$ cat src/rtl/dct8_pkg.sv
package dct8_pkg;

    localparam int NPT       = 8;
    localparam int IDX_W     = $clog2(NPT);
    localparam int DATA_W    = 8;
    localparam int COEF_W    = 8;
    localparam int COEF_FRAC = 7;
    localparam int ACC_W     = 20;
    localparam int ROM_AW    = 1 + 2 * IDX_W;
    localparam int ROM_DEPTH = 1 << ROM_AW;
    localparam int MAC_STEPS = NPT * NPT;

    localparam logic signed [COEF_W-1:0] DC_COEF = 8'sd45;

    typedef enum logic [1:0] {
        PH_IDLE   = 2'd0,
        PH_LOAD   = 2'd1,
        PH_MAC    = 2'd2,
        PH_UNLOAD = 2'd3
    } phase_e;

    typedef enum logic {
        MODE_FWD = 1'b0,
        MODE_INV = 1'b1
    } mode_e;

    typedef struct packed {
        mode_e            mode;
        logic [IDX_W-1:0] out_i;
        logic [IDX_W-1:0] sum_i;
    } rom_addr_t;

    typedef struct packed {
        logic             run;
        logic             first;
        logic             last;
        logic [IDX_W-1:0] out_i;
        logic [IDX_W-1:0] sum_i;
    } mac_ctl_t;

    // Half-scaled cosine of j*pi/16 for j in 0..8, Q1.7
    function automatic logic signed [COEF_W-1:0] half_cos(input int j);
        case (j)
            0:       return 8'sd64;
            1:       return 8'sd63;
            2:       return 8'sd59;
            3:       return 8'sd53;
            4:       return 8'sd45;
            5:       return 8'sd36;
            6:       return 8'sd24;
            7:       return 8'sd12;
            default: return 8'sd0;
        endcase
    endfunction

    // Weight for output index a and summation index b; inverse swaps roles
    function automatic logic signed [COEF_W-1:0] coef_value(
        input logic             inv,
        input logic [IDX_W-1:0] a,
        input logic [IDX_W-1:0] b
    );
        int freq;
        int pos;
        int m;
        freq = inv ? int'(b) : int'(a);
        pos  = inv ? int'(a) : int'(b);
        if (freq == 0) return DC_COEF;
        m = ((2 * pos + 1) * freq) % (4 * NPT);
        if (m > 2 * NPT) m = 4 * NPT - m;
        if (m <= NPT) return half_cos(m);
        return -half_cos(2 * NPT - m);
    endfunction

    function automatic logic signed [DATA_W-1:0] sat_round(
        input logic signed [ACC_W-1:0] a
    );
        logic signed [ACC_W-1:0] r;
        r = (a + ACC_W'(1 << (COEF_FRAC - 1))) >>> COEF_FRAC;
        if (r > ACC_W'(127))  return 8'sd127;
        if (r < -ACC_W'(128)) return -8'sd128;
        return r[DATA_W-1:0];
    endfunction

endpackage

$ cat src/rtl/dct8_regfile.sv
module dct8_regfile #(
    parameter int DEPTH = 8,
    parameter int W     = 8
) (
    input  logic                     clk,
    input  logic                     rst,
    input  logic                     we,
    input  logic [$clog2(DEPTH)-1:0] waddr,
    input  logic [W-1:0]             wdata,
    input  logic [$clog2(DEPTH)-1:0] raddr,
    output logic [W-1:0]             rdata
);
    localparam int AW = $clog2(DEPTH);

    logic [W-1:0] mem [DEPTH];

    for (genvar gi = 0; gi < DEPTH; gi++) begin : g_entry
        always_ff @(posedge clk) begin
            if (rst) begin
                mem[gi] <= '0;
            end else if (we && waddr == AW'(gi)) begin
                mem[gi] <= wdata;
            end
        end
    end

    assign rdata = mem[raddr];

endmodule

$ cat src/rtl/dct8_coef_rom.sv
module dct8_coef_rom
    import dct8_pkg::*;
(
    input  rom_addr_t                 addr,
    output logic signed [COEF_W-1:0]  coef
);
    logic signed [COEF_W-1:0] rom_tbl [ROM_DEPTH];

    for (genvar gi = 0; gi < ROM_DEPTH; gi++) begin : g_rom
        localparam logic [ROM_AW-1:0] A = ROM_AW'(gi);
        assign rom_tbl[gi] = coef_value(A[ROM_AW-1],
                                        A[2*IDX_W-1:IDX_W],
                                        A[IDX_W-1:0]);
    end

    assign coef = rom_tbl[addr];

endmodule

$ cat src/rtl/dct8_mac.sv
module dct8_mac #(
    parameter int DW = 8,
    parameter int CW = 8,
    parameter int AW = 20
) (
    input  logic                 clk,
    input  logic                 rst,
    input  logic                 run,
    input  logic                 first,
    input  logic signed [DW-1:0] sample,
    input  logic signed [CW-1:0] coef,
    output logic signed [AW-1:0] acc_next
);
    localparam int PW = DW + CW;

    logic signed [PW-1:0] prod;
    logic signed [AW-1:0] acc_q;
    logic signed [AW-1:0] prod_ext;
    logic signed [AW-1:0] base;

    assign prod     = sample * coef;
    assign prod_ext = $signed({{(AW-PW){prod[PW-1]}}, prod});

    always_comb begin
        base     = first ? '0 : acc_q;
        acc_next = base + prod_ext;
    end

    always_ff @(posedge clk) begin
        if (rst) begin
            acc_q <= '0;
        end else if (run) begin
            acc_q <= acc_next;
        end
    end

endmodule

$ cat src/rtl/dct8_ctrl.sv
module dct8_ctrl
    import dct8_pkg::*;
(
    input  logic             clk,
    input  logic             rst,
    input  logic             start,
    input  logic             enable,
    input  logic             idct,
    output phase_e           phase,
    output mode_e            mode_q,
    output logic             ld_we,
    output logic [IDX_W-1:0] io_idx,
    output mac_ctl_t         mac,
    output logic             ready
);
    logic [IDX_W-1:0] cnt_q;
    logic [IDX_W-1:0] k_q;
    logic [IDX_W-1:0] n_q;
    localparam logic [IDX_W-1:0] LAST = IDX_W'(NPT - 1);

    always_ff @(posedge clk) begin
        if (rst) begin
            phase  <= PH_IDLE;
            mode_q <= MODE_FWD;
            cnt_q  <= '0;
            k_q    <= '0;
            n_q    <= '0;
            ready  <= 1'b0;
        end else begin
            case (phase)
                PH_IDLE: begin
                    if (start) begin
                        phase  <= PH_LOAD;
                        mode_q <= mode_e'(idct);
                        cnt_q  <= '0;
                    end
                end
                PH_LOAD: begin
                    if (enable) begin
                        cnt_q <= cnt_q + 1'b1;
                        if (cnt_q == LAST) begin
                            phase <= PH_MAC;
                            k_q   <= '0;
                            n_q   <= '0;
                        end
                    end
                end
                PH_MAC: begin
                    n_q <= n_q + 1'b1;
                    if (n_q == LAST) begin
                        k_q <= k_q + 1'b1;
                        if (k_q == LAST) begin
                            phase <= PH_UNLOAD;
                            ready <= 1'b1;
                            cnt_q <= '0;
                        end
                    end
                end
                PH_UNLOAD: begin
                    if (enable) begin
                        cnt_q <= cnt_q + 1'b1;
                        if (cnt_q == LAST) begin
                            phase <= PH_IDLE;
                            ready <= 1'b0;
                        end
                    end
                end
                default: phase <= PH_IDLE;
            endcase
        end
    end

    always_comb begin
        ld_we     = (phase == PH_LOAD) && enable;
        io_idx    = cnt_q;
        mac.run   = (phase == PH_MAC);
        mac.first = (n_q == '0);
        mac.last  = (phase == PH_MAC) && (n_q == LAST);
        mac.out_i = k_q;
        mac.sum_i = n_q;
    end

endmodule

$ cat src/rtl/dct8_engine.sv
module dct8_engine
    import dct8_pkg::*;
(
    input  logic              clk,
    input  logic              rst,
    input  logic              enable,
    input  logic              start,
    input  logic              idct,
    input  logic [DATA_W-1:0] x,
    output logic [DATA_W-1:0] y,
    output logic              ready
);
    phase_e                   phase;
    mode_e                    mode_q;
    logic                     ld_we;
    logic [IDX_W-1:0]         io_idx;
    mac_ctl_t                 mac;
    logic [DATA_W-1:0]        smp;
    logic signed [COEF_W-1:0] coef;
    logic signed [ACC_W-1:0]  acc_next;
    logic [DATA_W-1:0]        res_w;
    logic [DATA_W-1:0]        res_r;
    rom_addr_t                raddr;

    dct8_ctrl u_ctrl (
        .clk    (clk),
        .rst    (rst),
        .start  (start),
        .enable (enable),
        .idct   (idct),
        .phase  (phase),
        .mode_q (mode_q),
        .ld_we  (ld_we),
        .io_idx (io_idx),
        .mac    (mac),
        .ready  (ready)
    );

    dct8_regfile #(.DEPTH(NPT), .W(DATA_W)) u_samples (
        .clk   (clk),
        .rst   (rst),
        .we    (ld_we),
        .waddr (io_idx),
        .wdata (x),
        .raddr (mac.sum_i),
        .rdata (smp)
    );

    assign raddr = '{mode: mode_q, out_i: mac.out_i, sum_i: mac.sum_i};

    dct8_coef_rom u_rom (
        .addr (raddr),
        .coef (coef)
    );

    dct8_mac #(.DW(DATA_W), .CW(COEF_W), .AW(ACC_W)) u_mac (
        .clk      (clk),
        .rst      (rst),
        .run      (mac.run),
        .first    (mac.first),
        .sample   ($signed(smp)),
        .coef     (coef),
        .acc_next (acc_next)
    );

    assign res_w = sat_round(acc_next);

    dct8_regfile #(.DEPTH(NPT), .W(DATA_W)) u_results (
        .clk   (clk),
        .rst   (rst),
        .we    (mac.last),
        .waddr (mac.out_i),
        .wdata (res_w),
        .raddr (io_idx),
        .rdata (res_r)
    );

    assign y = ready ? res_r : '0;

endmodule

$ cat config.mk
export PLATFORM = sky130hd
export DESIGN_NAME = dct8_engine
export DESIGN_NICKNAME = d
export VERILOG_FILES = /design/src/rtl/dct8_pkg.sv /design/src/rtl/dct8_regfile.sv /design/src/rtl/dct8_coef_rom.sv /design/src/rtl/dct8_mac.sv /design/src/rtl/dct8_ctrl.sv /design/src/rtl/dct8_engine.sv
export SDC_FILE = /design/constraint.sdc
export NUM_CORES = 1
export LEC_CHECK = 0
export BUFFER_PORTS_ARGS = -buffer_cell sky130_fd_sc_hd__buf_2
export CORE_MARGIN = 5
export CORE_UTILIZATION = 25
export CTS_BUF_LIST = sky130_fd_sc_hd__clkbuf_4 sky130_fd_sc_hd__clkbuf_8 sky130_fd_sc_hd__clkbuf_16
export DETAILED_ROUTE_END_ITERATION = 8
export GPL_ROUTABILITY_DRIVEN = 0
export MAX_ROUTING_LAYER = met4
export RECOVER_POWER = 100
export SYNTH_ARGS = -nofsm -noshare
export SYNTH_HDL_FRONTEND = slang
export SYNTH_SLANG_ARGS = --single-unit
export TNS_END_PERCENT = 5
$ cat constraint.sdc
create_clock -name clk -period 9 [get_ports clk]
set_input_delay 0.9 -clock clk [delete_from_list [all_inputs] [get_ports clk]]
set_output_delay 0.9 -clock clk [all_outputs]
set_load 0.05 [all_outputs]
==> report_table.html, run 1 <==
<table>
<tr><th>Metric</th><th>Value</th></tr>
<tr><th colspan="2">Routing</th></tr>
<tr><td>Total iterations of the first detailed-routing run</td><td>6</td></tr>
<tr><td>Number of vias in the routed layout</td><td>9974</td></tr>
<tr><td>DRC viols</td><td>0</td></tr>
<tr><td>Average wire per standard cell</td><td>17.3 um</td></tr>
<tr><td>Routed Wire Length</td><td>34.3 mm</td></tr>
<tr><td>Detailed-route vias per instance</td><td>5.02</td></tr>
<tr><td>Number of DRC violations after detailed-routing iteration 0</td><td>850</td></tr>
<tr><td>Antenna viol nets, final</td><td>0</td></tr>
<tr><th colspan="2">Final layout</th></tr>
<tr><td>Most common cell after layout, fill and taps aside</td><td>sky130_fd_sc_hd__edfxtp_1</td></tr>
<tr><td>Storage cell area</td><td>4620 um^2</td></tr>
<tr><td>Relative area change from synthesis to final layout</td><td>11.4%</td></tr>
<tr><td>Commonest non-fill, non-tap cells in the layout</td><td>sky130_fd_sc_hd__edfxtp_1 (128), sky130_fd_sc_hd__nor2_1 (108), sky130_fd_sc_hd__a21oi_1 (105)</td></tr>
<tr><td>Area used by multi-input combinational logic</td><td>7990 um^2</td></tr>
<tr><td>Antenna diode count</td><td>0</td></tr>
<tr><td>Fraction of final layout cells sized beyond drive strength 1</td><td>10.5%</td></tr>
<tr><td>Number of nets at the end of the flow</td><td>1466</td></tr>
<tr><td>Number of filler cells placed in the layout</td><td>5561</td></tr>
<tr><td>Final instance area</td><td>14900 um^2</td></tr>
<tr><td>Share of the core filled with cells in the final layout</td><td>28.2%</td></tr>
<tr><th colspan="2">CTS</th></tr>
<tr><td>Number of buffers inserted for hold repair after clock tree synthesis</td><td>0</td></tr>
<tr><td>Source-to-sink clock delay at the later pin of the worst-skew pair</td><td>0.44 ns</td></tr>
<tr><td>TritonCTS clock tree</td><td>built</td></tr>
<tr><td>TritonCTS sink count</td><td>167</td></tr>
<tr><td>Clock-pin slew on the worst setup and hold paths</td><td>0.07 ns</td></tr>
<tr><td>Worst-case clock buffer depth</td><td>2</td></tr>
<tr><td>Library cell used as clock root buffer</td><td>sky130_fd_sc_hd__clkbuf_16</td></tr>
<tr><td>CTS buffer count</td><td>17</td></tr>
<tr><td>Number of levels in the clock H-tree</td><td>4</td></tr>
<tr><th colspan="2">GRT</th></tr>
<tr><td>Antenna violations before repair</td><td>0</td></tr>
<tr><td>Grt met1 use</td><td>16.3%</td></tr>
<tr><td>All-Layer GR Usage</td><td>12.2%</td></tr>
<tr><td>Global-route track usage on met3</td><td>1.91%</td></tr>
<tr><td>GRT busiest layer</td><td>met2</td></tr>
<tr><td>Global-route wire length before repair</td><td>55.6 mm</td></tr>
<tr><td>Largest net degree at the start of global routing</td><td>57</td></tr>
<tr><td>Met2 Track Usage GR</td><td>19.8%</td></tr>
<tr><td>Global-route congestion overflow total</td><td>0</td></tr>
<tr><td>Via count of the first global-routing pass</td><td>10230</td></tr>
<tr><th colspan="2">Synthesis</th></tr>
<tr><td>Post-synthesis cell type count</td><td>72</td></tr>
<tr><td>Mean cell area of the mapped netlist</td><td>10.4 um^2</td></tr>
<tr><td>Flip-flop and latch count after synthesis</td><td>167</td></tr>
<tr><td>Largest area contributor in the synthesized netlist</td><td>sky130_fd_sc_hd__edfxtp_1</td></tr>
<tr><td>Post-Synthesis Cell Area</td><td>13300 um^2</td></tr>
<tr><td>Largest cells by area after synthesis</td><td>sky130_fd_sc_hd__edfxtp_1 (29%), sky130_fd_sc_hd__fa_1 (13%), sky130_fd_sc_hd__ha_1 (7.4%)</td></tr>
<tr><td>Post-Syn Nets</td><td>1465</td></tr>
<tr><td>Share of async-settable or async-resettable flops after synthesis</td><td>0%</td></tr>
<tr><td>Fraction of synthesized cell area taken by the top area cell type</td><td>28.8%</td></tr>
<tr><td>Yosys synthesis warning count</td><td>0</td></tr>
<tr><td>Instance count of the mapped netlist</td><td>1284</td></tr>
<tr><td>Sequential element share of the synthesized area</td><td>34.7%</td></tr>
<tr><td>Main synth FF type</td><td>sky130_fd_sc_hd__edfxtp_1</td></tr>
<tr><td>Number of enable-type register cells in the synthesized netlist</td><td>128</td></tr>
<tr><th colspan="2">STA</th></tr>
<tr><td>Slew of the pin with the lowest slew margin</td><td>2.91 ns</td></tr>
<tr><td>Final Hold Vio Count</td><td>0</td></tr>
<tr><td>Period utilisation layout</td><td>94.5%</td></tr>
<tr><td>Final TNS setup</td><td>0 ns</td></tr>
<tr><td>Achievable clock frequency</td><td>118 MHz</td></tr>
<tr><td>Finish-stage setup viols</td><td>0</td></tr>
<tr><td>Layout Skew</td><td>0.0197 ns</td></tr>
<tr><td>Shortest clock period the worst path allows after layout</td><td>8.50 ns</td></tr>
<tr><td>Slew Limit Fails</td><td>56</td></tr>
<tr><td>Unrepaired setup endpoints after global routing</td><td>false</td></tr>
<tr><td>Worst relative slew slack</td><td>-93.7%</td></tr>
<tr><th colspan="2">Setup path</th></tr>
<tr><td>Top Family by Delay on Critical Path</td><td>adder cells</td></tr>
<tr><td>Worst Path Class, Setup</td><td>reg2reg</td></tr>
<tr><td>Nature of the critical path startpoint</td><td>register</td></tr>
<tr><td>Kind of end point of the critical path</td><td>register</td></tr>
<tr><td>Biggest cell delay along the critical path</td><td>0.60 ns</td></tr>
<tr><td>Worst Path Required</td><td>9.27 ns</td></tr>
<tr><td>Most used cell, CP</td><td>sky130_fd_sc_hd__fa_1</td></tr>
<tr><td>Arrival time of the worst setup path</td><td>8.77 ns</td></tr>
<tr><td>Register-to-Register Setup Slack</td><td>0.50 ns</td></tr>
<tr><td>Critical path peak fanout</td><td>56</td></tr>
<tr><td>Critical path buffer and inverter count</td><td>4</td></tr>
<tr><td>Slowest stage cell, crit path</td><td>sky130_fd_sc_hd__fa_1</td></tr>
<tr><th colspan="2">Floorplanning</th></tr>
<tr><td>Num rows</td><td>84</td></tr>
<tr><td>Die Ht</td><td>241 um</td></tr>
<tr><td>Width of the die</td><td>241 um</td></tr>
<tr><td>Initial standard-cell utilization of the core</td><td>25.3%</td></tr>
<tr><td>I/O pins</td><td>22</td></tr>
<tr><td>Core Box Area</td><td>52800 um^2</td></tr>
<tr><td>Overall die area</td><td>58100 um^2</td></tr>
<tr><th colspan="2">Placed design</th></tr>
<tr><td>Post-place instance area</td><td>14300 um^2</td></tr>
<tr><td>Number of buffer cells added on primary ports</td><td>21</td></tr>
<tr><td>Post-detailed-placement half-perimeter wirelength</td><td>25.7 mm</td></tr>
<tr><th colspan="2">Hold path</th></tr>
<tr><td>Worst min-delay path category</td><td>reg2reg</td></tr>
<tr><th colspan="2">Run status</th></tr>
<tr><td>Run status</td><td>finished, violations left</td></tr>
<tr><td>Violated checks</td><td>capacitance limit, slew limit</td></tr>
<tr><th colspan="2">Flow run</th></tr>
<tr><td># Max-Cap Violations</td><td>1</td></tr>
</table>
Yosys cell counts, types with 10 or more instances:
master and n:
sky130_fd_sc_hd__a211oi_1 15, sky130_fd_sc_hd__a21o_1 20, sky130_fd_sc_hd__a21oi_1 105, sky130_fd_sc_hd__and2_1 40, sky130_fd_sc_hd__and3_1 47, sky130_fd_sc_hd__buf_1 11, sky130_fd_sc_hd__buf_2 12, sky130_fd_sc_hd__clkbuf_1 47
sky130_fd_sc_hd__dfxtp_1 39, sky130_fd_sc_hd__edfxtp_1 128, sky130_fd_sc_hd__fa_1 89, sky130_fd_sc_hd__ha_1 79, sky130_fd_sc_hd__inv_1 104, sky130_fd_sc_hd__mux2i_1 37, sky130_fd_sc_hd__mux4_2 39, sky130_fd_sc_hd__nand2_1 78
sky130_fd_sc_hd__nand2b_1 23, sky130_fd_sc_hd__nand3_1 27, sky130_fd_sc_hd__nand4_1 10, sky130_fd_sc_hd__nor2_1 108, sky130_fd_sc_hd__nor2b_1 23, sky130_fd_sc_hd__nor3_1 16, sky130_fd_sc_hd__o211ai_1 15, sky130_fd_sc_hd__o21ai_0 43
sky130_fd_sc_hd__xnor2_1 18
worst reg2reg max path, delay by kind of cell (launching register included):
kind / cells / cell delay (ns)
compound gates: 7 / 1.43
xor+xnor: 1 / 0.57
fa+ha+maj: 7 / 3.40
buf+inv: 4 / 0.68
flops: 1 / 0.31
mux: 1 / 0.47
simple gates: 7 / 1.48
state kept, by name, summed over array words and instances (netlist names), named ones only:
register / flops
u_ctrl.phase: 2
u_ctrl.ready: 1
u_ctrl.io_idx: 3
u_ctrl.k_q: 3
u_samples.mem: 64
u_mac.acc_q: 20
u_ctrl.mode_q: 1
u_results.mem: 64
u_ctrl.n_q: 3
final cells by class:
type / instances / area share, %
clock inverters: 15 / 1.09
well taps: 688 / 5.79
multi-input cells: 935 / 53.7
repair buffers: 58 / 2.74
inverters: 106 / 2.68
clock buffers: 17 / 2.86
flip-flops and latches: 167 / 31.1
path summary, 6_finish.rpt:
check | end | startpoint | cells after the start
worst max-delay path | u_results.mem[4][4]$_SDFFCE_PN0P_ | u_ctrl.n_q[1]$_SDFFE_PP0P_ | 27
worst min-delay path | u_mac.acc_q[14]$_SDFFE_PP0P_ | u_mac.acc_q[14]$_SDFFE_PP0P_ | 2
worst max register to register | u_results.mem[4][4]$_SDFFCE_PN0P_ | u_ctrl.n_q[1]$_SDFFE_PP0P_ | 27
worst min register to register | u_mac.acc_q[14]$_SDFFE_PP0P_ | u_mac.acc_q[14]$_SDFFE_PP0P_ | 2
cell families after synthesis:
group | share of synthesized area, %
adder cells (fa/ha/maj) | 20.8
buffers and inverters | 5.57
flip-flops | 34.7
multiplexers | 9.61
AND/OR/NAND/NOR | 15.3
XOR/XNOR | 1.58
AO/OA/AOI/OAI | 12.5
routing by layer:
layer	up-vias	routed length (um)	part of all wire (%)
met4	0	652	1.9
met1	4927	14900	43
met3	62	2540	7.4
met5	-	0	0
li1	4579	-	-
met2	406	16200	47
timing repair:
| action | CTS | global route |
|---|---|---|
| endpoints found under the setup margin | 0 | 56 |
| setup buffers | 0 | 0 |
| resized for setup | 0 | 2 |
stage by stage:
stage	std cells	hold WS, ns	setup slack [ns]
after global routing	1986	0.504	0.0291
after detailed placement	1954	0.477	0.190
final	1986	0.485	0.499
after floorplan	1284	0.441	0.160
after global placement	1954	0.466	0.364
after CTS	1986	0.488	0.119
Power of run 1 is left out: the tool's default activity adds up to more than one toggle a clock period on the data nets, which glitch-free logic cannot reach.
==> inputs of run 2 (changes only) <==
--- a/config.mk
+++ b/config.mk
@@ -10,7 +10,6 @@
 export CORE_UTILIZATION = 25
 export CTS_BUF_LIST = sky130_fd_sc_hd__clkbuf_4 sky130_fd_sc_hd__clkbuf_8 sky130_fd_sc_hd__clkbuf_16
 export DETAILED_ROUTE_END_ITERATION = 8
-export GPL_ROUTABILITY_DRIVEN = 0
 export MAX_ROUTING_LAYER = met4
 export RECOVER_POWER = 100
 export SYNTH_ARGS = -nofsm -noshare
==> constraint.sdc (replaced) <==
create_clock -name clk -period 9 [get_ports clk]
set_input_delay 0.9 -clock clk [delete_from_list [all_inputs] [get_ports clk]]
set_output_delay 0.9 -clock clk [all_outputs]
set_load 0.01 [all_outputs]
==> run 2 against run 1 <==
Effect of this change:
- the run still ends with capacitance limit, slew limit left
- clock skew is 0.00055 ns lower
- non-clock buffer count is 4 lower
- global-route usage barely moved
- count of clock-buffer cells in the layout stayed put
- final cell count decreased by 0.25%
- sequential cell count unchanged
- register-to-register slack is essentially flat
- worst setup slack better by 0.011 ns
- die area did not move
- wire length grew 0.46%
- via count decreased by 1.2%
- first-iteration DRC count grew 3.9%
==> report_table.html, run 2 (synthesis results as in run 1) <==
<table>
<tr><th>Metric</th><th>Value</th></tr>
<tr><th colspan="2">Final layout</th></tr>
<tr><td>Antenna diode count</td><td>0 (unchanged)</td></tr>
<tr><td>Share of the core filled with cells in the final layout</td><td>28.0% (was 28.2%)</td></tr>
<tr><td>Most common cell after layout, fill and taps aside</td><td>sky130_fd_sc_hd__edfxtp_1 (unchanged)</td></tr>
<tr><td>Fraction of final layout cells sized beyond drive strength 1</td><td>10.4% (was 10.5%)</td></tr>
<tr><td>Top flop regs</td><td>u_results.mem: 64 flops, u_samples.mem: 64 flops, u_mac.acc_q: 20 flops (unchanged)</td></tr>
<tr><td>Final instance area</td><td>14800 um^2 (was 14900 um^2)</td></tr>
<tr><td>Relative area change from synthesis to final layout</td><td>10.9% (was 11.4%)</td></tr>
<tr><td>Commonest non-fill, non-tap cells in the layout</td><td>sky130_fd_sc_hd__edfxtp_1 (128), sky130_fd_sc_hd__nor2_1 (107), sky130_fd_sc_hd__a21oi_1 (106) (was sky130_fd_sc_hd__edfxtp_1 (128), sky130_fd_sc_hd__nor2_1 (108), sky130_fd_sc_hd__a21oi_1 (105))</td></tr>
<tr><td>Number of nets at the end of the flow</td><td>1462 (was 1466)</td></tr>
<tr><th colspan="2">CTS</th></tr>
<tr><td>Worst-case clock buffer depth</td><td>2 (unchanged)</td></tr>
<tr><td>Clock-pin slew on the worst setup and hold paths</td><td>0.08 ns (was 0.07 ns)</td></tr>
<tr><td>Buffers inserted by post-CTS timing repair</td><td>0 (unchanged)</td></tr>
<tr><td>Number of levels in the clock H-tree</td><td>4 (unchanged)</td></tr>
<tr><td>Library cell used as clock root buffer</td><td>sky130_fd_sc_hd__clkbuf_16 (unchanged)</td></tr>
<tr><td>Number of buffers inserted for hold repair after clock tree synthesis</td><td>0 (unchanged)</td></tr>
<tr><td>TritonCTS sink count</td><td>167 (unchanged)</td></tr>
<tr><td>TritonCTS clock tree</td><td>built (unchanged)</td></tr>
<tr><td>Source-to-sink clock delay at the later pin of the worst-skew pair</td><td>0.44 ns (about the same)</td></tr>
<tr><td>CTS buffer count</td><td>17 (unchanged)</td></tr>
<tr><th colspan="2">STA</th></tr>
<tr><td>Shortest clock period the worst path allows after layout</td><td>8.49 ns (was 8.50 ns)</td></tr>
<tr><td>Slew of the pin with the lowest slew margin</td><td>2.98 ns (was 2.91 ns)</td></tr>
<tr><td>Worst relative slew slack</td><td>-98.4% (was -93.7%)</td></tr>
<tr><td>Finish-stage setup viols</td><td>0 (unchanged)</td></tr>
<tr><td>Worst slack on hold paths</td><td>0.477 ns (was 0.485 ns)</td></tr>
<tr><td>Layout Skew</td><td>0.0191 ns (was 0.0197 ns)</td></tr>
<tr><td>Unrepaired setup endpoints after global routing</td><td>false (unchanged)</td></tr>
<tr><td>Achievable clock frequency</td><td>118 MHz (about the same)</td></tr>
<tr><td>Period utilisation layout</td><td>94.3% (was 94.5%)</td></tr>
<tr><td>Final Hold Vio Count</td><td>0 (unchanged)</td></tr>
<tr><td>Slew Limit Fails</td><td>56 (unchanged)</td></tr>
<tr><td>Final TNS setup</td><td>0 ns (unchanged)</td></tr>
<tr><th colspan="2">Routing</th></tr>
<tr><td>Top layer used by detailed routing</td><td>met4 (unchanged)</td></tr>
<tr><td>DRC viols</td><td>0 (unchanged)</td></tr>
<tr><td>Routed Wire Length</td><td>34.5 mm (was 34.3 mm)</td></tr>
<tr><td>Total iterations of the first detailed-routing run</td><td>5 (was 6)</td></tr>
<tr><td>Number of DRC violations after detailed-routing iteration 0</td><td>883 (was 850)</td></tr>
<tr><td>Average wire per standard cell</td><td>17.4 um (was 17.3 um)</td></tr>
<tr><td>Met1 layer wirelength in the final routing</td><td>15.5 mm (was 14.9 mm)</td></tr>
<tr><td>Detailed-route vias per instance</td><td>4.97 (was 5.02)</td></tr>
<tr><td>Met3 wirelength from detailed routing</td><td>1.92 mm (was 2.54 mm)</td></tr>
<tr><td>Met2 WL post-DR</td><td>16.5 mm (was 16.2 mm)</td></tr>
<tr><td>Antenna viol nets, final</td><td>0 (unchanged)</td></tr>
<tr><td>Number of vias in the routed layout</td><td>9854 (was 9974)</td></tr>
<tr><th colspan="2">Placed design</th></tr>
<tr><td>Post-detailed-placement half-perimeter wirelength</td><td>25.4 mm (was 25.7 mm)</td></tr>
<tr><td>Final GP Congestion</td><td>0.938</td></tr>
<tr><td>Number of buffer cells added on primary ports</td><td>21 (unchanged)</td></tr>
<tr><td>Post-place instance area</td><td>14200 um^2 (was 14300 um^2)</td></tr>
<tr><th colspan="2">Setup path</th></tr>
<tr><td>Biggest cell delay along the critical path</td><td>0.60 ns (about the same)</td></tr>
<tr><td>Worst Path Class, Setup</td><td>reg2reg (unchanged)</td></tr>
<tr><td>Slowest stage cell, crit path</td><td>sky130_fd_sc_hd__fa_2 (was sky130_fd_sc_hd__fa_1)</td></tr>
<tr><td>Top Family by Delay on Critical Path</td><td>adder cells (unchanged)</td></tr>
<tr><td>CP Depth</td><td>27 (unchanged)</td></tr>
<tr><td>Cells on worst reg2reg path</td><td>27 (unchanged)</td></tr>
<tr><td>Critical path buffer and inverter count</td><td>5 (was 4)</td></tr>
<tr><td>Nature of the critical path startpoint</td><td>register (unchanged)</td></tr>
<tr><td>Critical path peak fanout</td><td>56 (unchanged)</td></tr>
<tr><td>Arrival time of the worst setup path</td><td>8.63 ns (was 8.77 ns)</td></tr>
<tr><td>Kind of end point of the critical path</td><td>register (unchanged)</td></tr>
<tr><td>Worst Path Required</td><td>9.14 ns (was 9.27 ns)</td></tr>
<tr><th colspan="2">GRT</th></tr>
<tr><td>Antenna violations before repair</td><td>0 (unchanged)</td></tr>
<tr><td>Global-route wire length before repair</td><td>55.5 mm (was 55.6 mm)</td></tr>
<tr><td>Global-route congestion overflow total</td><td>0 (unchanged)</td></tr>
<tr><td>All-Layer GR Usage</td><td>12.2% (about the same)</td></tr>
<tr><td>Largest net degree at the start of global routing</td><td>57 (unchanged)</td></tr>
<tr><td>Via count of the first global-routing pass</td><td>10017 (was 10230)</td></tr>
<tr><th colspan="2">Hold path</th></tr>
<tr><td>Worst min-delay path category</td><td>reg2reg (unchanged)</td></tr>
<tr><td>Hold Crit Depth</td><td>2 (unchanged)</td></tr>
<tr><th colspan="2">Floorplanning</th></tr>
<tr><td>Core Box Area</td><td>52800 um^2 (unchanged)</td></tr>
<tr><td>Die Ht</td><td>241 um (unchanged)</td></tr>
<tr><td>Overall die area</td><td>58100 um^2 (unchanged)</td></tr>
<tr><td>I/O pins</td><td>22 (unchanged)</td></tr>
<tr><td>Width of the die</td><td>241 um (unchanged)</td></tr>
<tr><td>Initial standard-cell utilization of the core</td><td>25.3% (unchanged)</td></tr>
<tr><td>Num rows</td><td>84 (unchanged)</td></tr>
<tr><th colspan="2">Run status</th></tr>
<tr><td>Run status</td><td>finished, violations left (unchanged)</td></tr>
<tr><td>Violated checks</td><td>capacitance limit, slew limit (unchanged)</td></tr>
<tr><th colspan="2">Flow run</th></tr>
<tr><td># Max-Cap Violations</td><td>1 (unchanged)</td></tr>
</table>
run 2: what timing repair did:
item / in CTS / in global routing
endpoints found under the setup margin: 0 / 53
resized for setup: 0 / 2
hold endpoints to repair: 0 / 0
run 2: cell type report:
type	count	area [um^2]
clock buffers	17	425
clock inverters	14	154
fillers	5558	38000
inverters	106	398
multi-input cells	935	7990
flip-flops and latches	167	4620
well taps	688	861
repair buffers	54	347
run 2: stage by stage:
step	cells	worst slack (ns)
2_1_floorplan	1284	0.160
3_3_place_gp	1950	0.743
3_5_place_dp	1950	0.514
4_1_cts	1981	0.465
5_1_grt	1981	0.0441
6_report	1981	0.511
run 2: worst register-to-register path, stage by stage (launching register included):
cell                        delay, ns
sky130_fd_sc_hd__dfxtp_1         0.31
sky130_fd_sc_hd__inv_1           0.23
sky130_fd_sc_hd__ha_1            0.43
sky130_fd_sc_hd__buf_4           0.23
sky130_fd_sc_hd__nand2_1         0.12
sky130_fd_sc_hd__o21ai_0         0.10
sky130_fd_sc_hd__mux4_2          0.45
sky130_fd_sc_hd__a21oi_1         0.15
sky130_fd_sc_hd__nand2_1         0.07
sky130_fd_sc_hd__nand2_1         0.29
sky130_fd_sc_hd__nor2_1          0.18
sky130_fd_sc_hd__fa_2            0.60
sky130_fd_sc_hd__inv_1           0.14
sky130_fd_sc_hd__fa_1            0.56
sky130_fd_sc_hd__inv_1           0.06
sky130_fd_sc_hd__fa_1            0.50
sky130_fd_sc_hd__fa_1            0.51
sky130_fd_sc_hd__ha_1            0.31
sky130_fd_sc_hd__ha_1            0.43
sky130_fd_sc_hd__a2111o_1        0.49
sky130_fd_sc_hd__o2111ai_1       0.41
sky130_fd_sc_hd__nand4_1         0.21
sky130_fd_sc_hd__a311oi_1        0.43
sky130_fd_sc_hd__and3_4          0.29
sky130_fd_sc_hd__nand4_1         0.18
sky130_fd_sc_hd__o211ai_4        0.13
sky130_fd_sc_hd__buf_12          0.26
sky130_fd_sc_hd__a21oi_1         0.12
run 2: routing by layer:
layer / vias up / GRT usage (%)
met5: - / -
met2: 315 / 19.9
met1: 4926 / 16.3
met3: 50 / 1.94
li1: 4563 / -
met4: 0 / 2.56
run 2: path summary, 6_finish.rpt:
check,from,endpoint,slack (ns)
setup / recovery,u_ctrl.n_q[1]$_SDFFE_PP0P_,u_results.mem[1][1]$_SDFFCE_PN0P_,0.51
hold / removal,u_mac.acc_q[14]$_SDFFE_PP0P_,u_mac.acc_q[14]$_SDFFE_PP0P_,0.48
setup reg to reg,u_ctrl.n_q[1]$_SDFFE_PP0P_,u_results.mem[1][1]$_SDFFCE_PN0P_,0.51
hold reg to reg,u_mac.acc_q[14]$_SDFFE_PP0P_,u_mac.acc_q[14]$_SDFFE_PP0P_,0.48
Power of run 2 is left out for the same reason.
==> inputs of run 3 (changes only) <==
--- a/config.mk
+++ b/config.mk
@@ -10,8 +10,8 @@
 export CORE_UTILIZATION = 25
 export CTS_BUF_LIST = sky130_fd_sc_hd__clkbuf_4 sky130_fd_sc_hd__clkbuf_8 sky130_fd_sc_hd__clkbuf_16
 export DETAILED_ROUTE_END_ITERATION = 8
-export MAX_ROUTING_LAYER = met4
 export RECOVER_POWER = 100
+export SLEW_MARGIN = 0
 export SYNTH_ARGS = -nofsm -noshare
 export SYNTH_HDL_FRONTEND = slang
 export SYNTH_SLANG_ARGS = --single-unit
==> run 3 against run 2 <==
Effect of this change:
- the flow still finishes with violations (capacitance limit, slew limit)
- worst setup slack better by 0.10 ns
- via count increased by 0.12%
- final cell count unchanged
==> report_table.html, run 3 (synthesis results as in run 1) <==
<table>
<tr><th>Metric</th><th>Value</th></tr>
<tr><th colspan="2">STA</th></tr>
<tr><td>Slew Limit Fails</td><td>56 (unchanged)</td></tr>
<tr><td>Shortest clock period the worst path allows after layout</td><td>8.39 ns (was 8.49 ns)</td></tr>
<tr><td>Final TNS setup</td><td>0 ns (unchanged)</td></tr>
<tr><td>Layout Skew</td><td>0.0263 ns (was 0.0191 ns)</td></tr>
<tr><td>Worst slack on hold paths</td><td>0.479 ns (was 0.477 ns)</td></tr>
<tr><td>Slew of the pin with the lowest slew margin</td><td>2.68 ns (was 2.98 ns)</td></tr>
<tr><td>Unrepaired setup endpoints after global routing</td><td>false (unchanged)</td></tr>
<tr><td>Period utilisation layout</td><td>93.2% (was 94.3%)</td></tr>
<tr><td>Achievable clock frequency</td><td>119 MHz (was 118 MHz)</td></tr>
<tr><td>Worst relative slew slack</td><td>-78.9% (was -98.4%)</td></tr>
<tr><td>Final Hold Vio Count</td><td>0 (unchanged)</td></tr>
<tr><td>Finish-stage setup viols</td><td>0 (unchanged)</td></tr>
<tr><th colspan="2">Floorplanning</th></tr>
<tr><td>Die Ht</td><td>241 um (unchanged)</td></tr>
<tr><td>Core Box Area</td><td>52800 um^2 (unchanged)</td></tr>
<tr><td>Num rows</td><td>84 (unchanged)</td></tr>
<tr><td>Width of the die</td><td>241 um (unchanged)</td></tr>
<tr><td>Overall die area</td><td>58100 um^2 (unchanged)</td></tr>
<tr><td>I/O pins</td><td>22 (unchanged)</td></tr>
<tr><td>Initial standard-cell utilization of the core</td><td>25.3% (unchanged)</td></tr>
<tr><th colspan="2">Routing</th></tr>
<tr><td>Routed Wire Length</td><td>34.7 mm (was 34.5 mm)</td></tr>
<tr><td>Average wire per standard cell</td><td>17.5 um (was 17.4 um)</td></tr>
<tr><td>Total iterations of the first detailed-routing run</td><td>5 (unchanged)</td></tr>
<tr><td>DRC viols</td><td>0 (unchanged)</td></tr>
<tr><td>Number of vias in the routed layout</td><td>9866 (was 9854)</td></tr>
<tr><td>Detailed-route vias per instance</td><td>4.98 (was 4.97)</td></tr>
<tr><td>Antenna viol nets, final</td><td>0 (unchanged)</td></tr>
<tr><td>Number of DRC violations after detailed-routing iteration 0</td><td>918 (was 883)</td></tr>
<tr><th colspan="2">Final layout</th></tr>
<tr><td>Commonest non-fill, non-tap cells in the layout</td><td>sky130_fd_sc_hd__edfxtp_1 (128), sky130_fd_sc_hd__nor2_1 (108), sky130_fd_sc_hd__a21oi_1 (106) (was sky130_fd_sc_hd__edfxtp_1 (128), sky130_fd_sc_hd__nor2_1 (107), sky130_fd_sc_hd__a21oi_1 (106))</td></tr>
<tr><td>Antenna diode count</td><td>0 (unchanged)</td></tr>
<tr><td>Most common cell after layout, fill and taps aside</td><td>sky130_fd_sc_hd__edfxtp_1 (unchanged)</td></tr>
<tr><td>Number of filler cells placed in the layout</td><td>5487 (was 5558)</td></tr>
<tr><td>Number of nets at the end of the flow</td><td>1461 (was 1462)</td></tr>
<tr><td>Fraction of final layout cells sized beyond drive strength 1</td><td>10.2% (was 10.4%)</td></tr>
<tr><td>Relative area change from synthesis to final layout</td><td>10.9% (about the same)</td></tr>
<tr><td>Top flop regs</td><td>u_results.mem: 64 flops, u_samples.mem: 64 flops, u_mac.acc_q: 20 flops (unchanged)</td></tr>
<tr><th colspan="2">CTS</th></tr>
<tr><td>Number of levels in the clock H-tree</td><td>4 (unchanged)</td></tr>
<tr><td>Buffers inserted by post-CTS timing repair</td><td>0 (unchanged)</td></tr>
<tr><td>Source-to-sink clock delay at the later pin of the worst-skew pair</td><td>0.45 ns (was 0.44 ns)</td></tr>
<tr><td>TritonCTS sink count</td><td>167 (unchanged)</td></tr>
<tr><td>Clock-pin slew on the worst setup and hold paths</td><td>0.08 ns (about the same)</td></tr>
<tr><td>Total of cells resized after clock tree synthesis</td><td>0 (unchanged)</td></tr>
<tr><td>Worst-case clock buffer depth</td><td>2 (unchanged)</td></tr>
<tr><td>Number of buffers inserted for hold repair after clock tree synthesis</td><td>0 (unchanged)</td></tr>
<tr><td>CTS buffer count</td><td>17 (unchanged)</td></tr>
<tr><td>TritonCTS clock tree</td><td>built (unchanged)</td></tr>
<tr><td>Library cell used as clock root buffer</td><td>sky130_fd_sc_hd__clkbuf_16 (unchanged)</td></tr>
<tr><th colspan="2">Setup path</th></tr>
<tr><td>Launch point of the worst path</td><td>u_ctrl.n_q[1]$_SDFFE_PP0P_ (unchanged)</td></tr>
<tr><td>Worst reg2reg path startpoint</td><td>u_ctrl.n_q[1]$_SDFFE_PP0P_ (unchanged)</td></tr>
<tr><td>Worst Path Required</td><td>9.28 ns (was 9.14 ns)</td></tr>
<tr><td>Critical path buffer and inverter count</td><td>7 (was 5)</td></tr>
<tr><td>Biggest cell delay along the critical path</td><td>0.59 ns (was 0.60 ns)</td></tr>
<tr><td>Slowest stage cell, crit path</td><td>sky130_fd_sc_hd__mux4_2 (was sky130_fd_sc_hd__fa_2)</td></tr>
<tr><td>Kind of end point of the critical path</td><td>register (unchanged)</td></tr>
<tr><td>Crit path to</td><td>u_results.mem[2][4]$_SDFFCE_PN0P_ (was u_results.mem[1][1]$_SDFFCE_PN0P_)</td></tr>
<tr><td>Worst Path Class, Setup</td><td>reg2reg (unchanged)</td></tr>
<tr><td>Cells on worst reg2reg path</td><td>28 (was 27)</td></tr>
<tr><td>End of the worst register-to-register path</td><td>u_results.mem[2][4]$_SDFFCE_PN0P_ (was u_results.mem[1][1]$_SDFFCE_PN0P_)</td></tr>
<tr><td>Register-to-Register Setup Slack</td><td>0.61 ns (was 0.51 ns)</td></tr>
<tr><td>CP Depth</td><td>28 (was 27)</td></tr>
<tr><td>Critical path peak fanout</td><td>15 (was 56)</td></tr>
<tr><td>Arrival time of the worst setup path</td><td>8.66 ns (was 8.63 ns)</td></tr>
<tr><td>Nature of the critical path startpoint</td><td>register (unchanged)</td></tr>
<tr><td>Top Family by Delay on Critical Path</td><td>adder cells (unchanged)</td></tr>
<tr><th colspan="2">GRT</th></tr>
<tr><td>Largest net degree at the start of global routing</td><td>57 (unchanged)</td></tr>
<tr><td>Via count of the first global-routing pass</td><td>10254 (was 10017)</td></tr>
<tr><td>All-Layer GR Usage</td><td>12.0% (was 12.2%)</td></tr>
<tr><td>Global-route congestion overflow total</td><td>0 (unchanged)</td></tr>
<tr><td>Antenna violations before repair</td><td>0 (unchanged)</td></tr>
<tr><td>Global-route wire length before repair</td><td>56.4 mm (was 55.5 mm)</td></tr>
<tr><th colspan="2">Flow run</th></tr>
<tr><td># Max-Cap Violations</td><td>1 (unchanged)</td></tr>
<tr><th colspan="2">Hold path</th></tr>
<tr><td>Worst min-delay path category</td><td>reg2reg (unchanged)</td></tr>
<tr><th colspan="2">Placed design</th></tr>
<tr><td>Number of buffer cells added on primary ports</td><td>21 (unchanged)</td></tr>
<tr><td>Final GP Congestion</td><td>0.858 (was 0.938)</td></tr>
<tr><td>Post-detailed-placement half-perimeter wirelength</td><td>25.6 mm (was 25.4 mm)</td></tr>
<tr><th colspan="2">Run status</th></tr>
<tr><td>Run status</td><td>finished, violations left (unchanged)</td></tr>
<tr><td>Violated checks</td><td>capacitance limit, slew limit (unchanged)</td></tr>
</table>
==> run 3: worst min-delay path by stage <==
stage / to / cells after the start / slack, ns / startpoint
finish: u_mac.acc_q[5]$_SDFFE_PP0P_ / 2 / 0.48 / u_mac.acc_q[5]$_SDFFE_PP0P_
global route: u_mac.acc_q[5]$_SDFFE_PP0P_ / 2 / 0.51 / u_mac.acc_q[5]$_SDFFE_PP0P_
global placement: u_mac.acc_q[0]$_SDFFE_PP0P_ / 2 / 0.47 / u_mac.acc_q[0]$_SDFFE_PP0P_
floorplan: u_mac.acc_q[14]$_SDFFE_PP0P_ / 2 / 0.44 / u_mac.acc_q[14]$_SDFFE_PP0P_
CTS: u_mac.acc_q[5]$_SDFFE_PP0P_ / 2 / 0.49 / u_mac.acc_q[5]$_SDFFE_PP0P_
detailed placement: u_mac.acc_q[5]$_SDFFE_PP0P_ / 2 / 0.48 / u_mac.acc_q[5]$_SDFFE_PP0P_
==> run 3: layout make-up <==
type	instances	area, um^2	area share, %
Multi-Input combinational cell	935	7990	54.0
Sequential cell	167	4620	31.2
Tap cell	688	861	5.82
Clock buffer	17	425	2.87
Inverter	106	398	2.69
Timing Repair Buffer	53	348	2.35
Clock inverter	15	159	1.07
==> run 3: stage by stage <==
stage	cells	worst slack, ns	instance area [um^2]	util (%)
after CTS	1981	0.598	14800	28.1
final	1981	0.611	14800	28.1
after global routing	1981	0.103	14800	28.1
after detailed placement	1949	0.681	14200	27.0
after floorplan	1284	0.160	13300	-
after global placement	1949	0.732	14200	27.0
==> run 3: worst register-to-register path: cells and delay by family (launching register included) <==
family	cells	cell delay, ns
AOI/OAI and AO/OA	8	1.81
adders and majority gates	7	3.10
buffers and inverters	7	0.87
DFF	1	0.33
muxes	2	1.07
and+or+nand+nor	4	1.07
==> run 3: routing by layer <==
| metal | vias to the layer above | track usage (%) | share of wire [%] |
|---|---|---|---|
| met3 | 55 | 1.84 | 5.7 |
| met2 | 326 | 20.2 | 48 |
| met4 | 0 | 2.84 | 1.9 |
| li1 | 4562 | - | - |
| met1 | 4923 | 16.5 | 44 |
| met5 | - | 0 | 0 |
Power of run 3 is left out for the same reason.
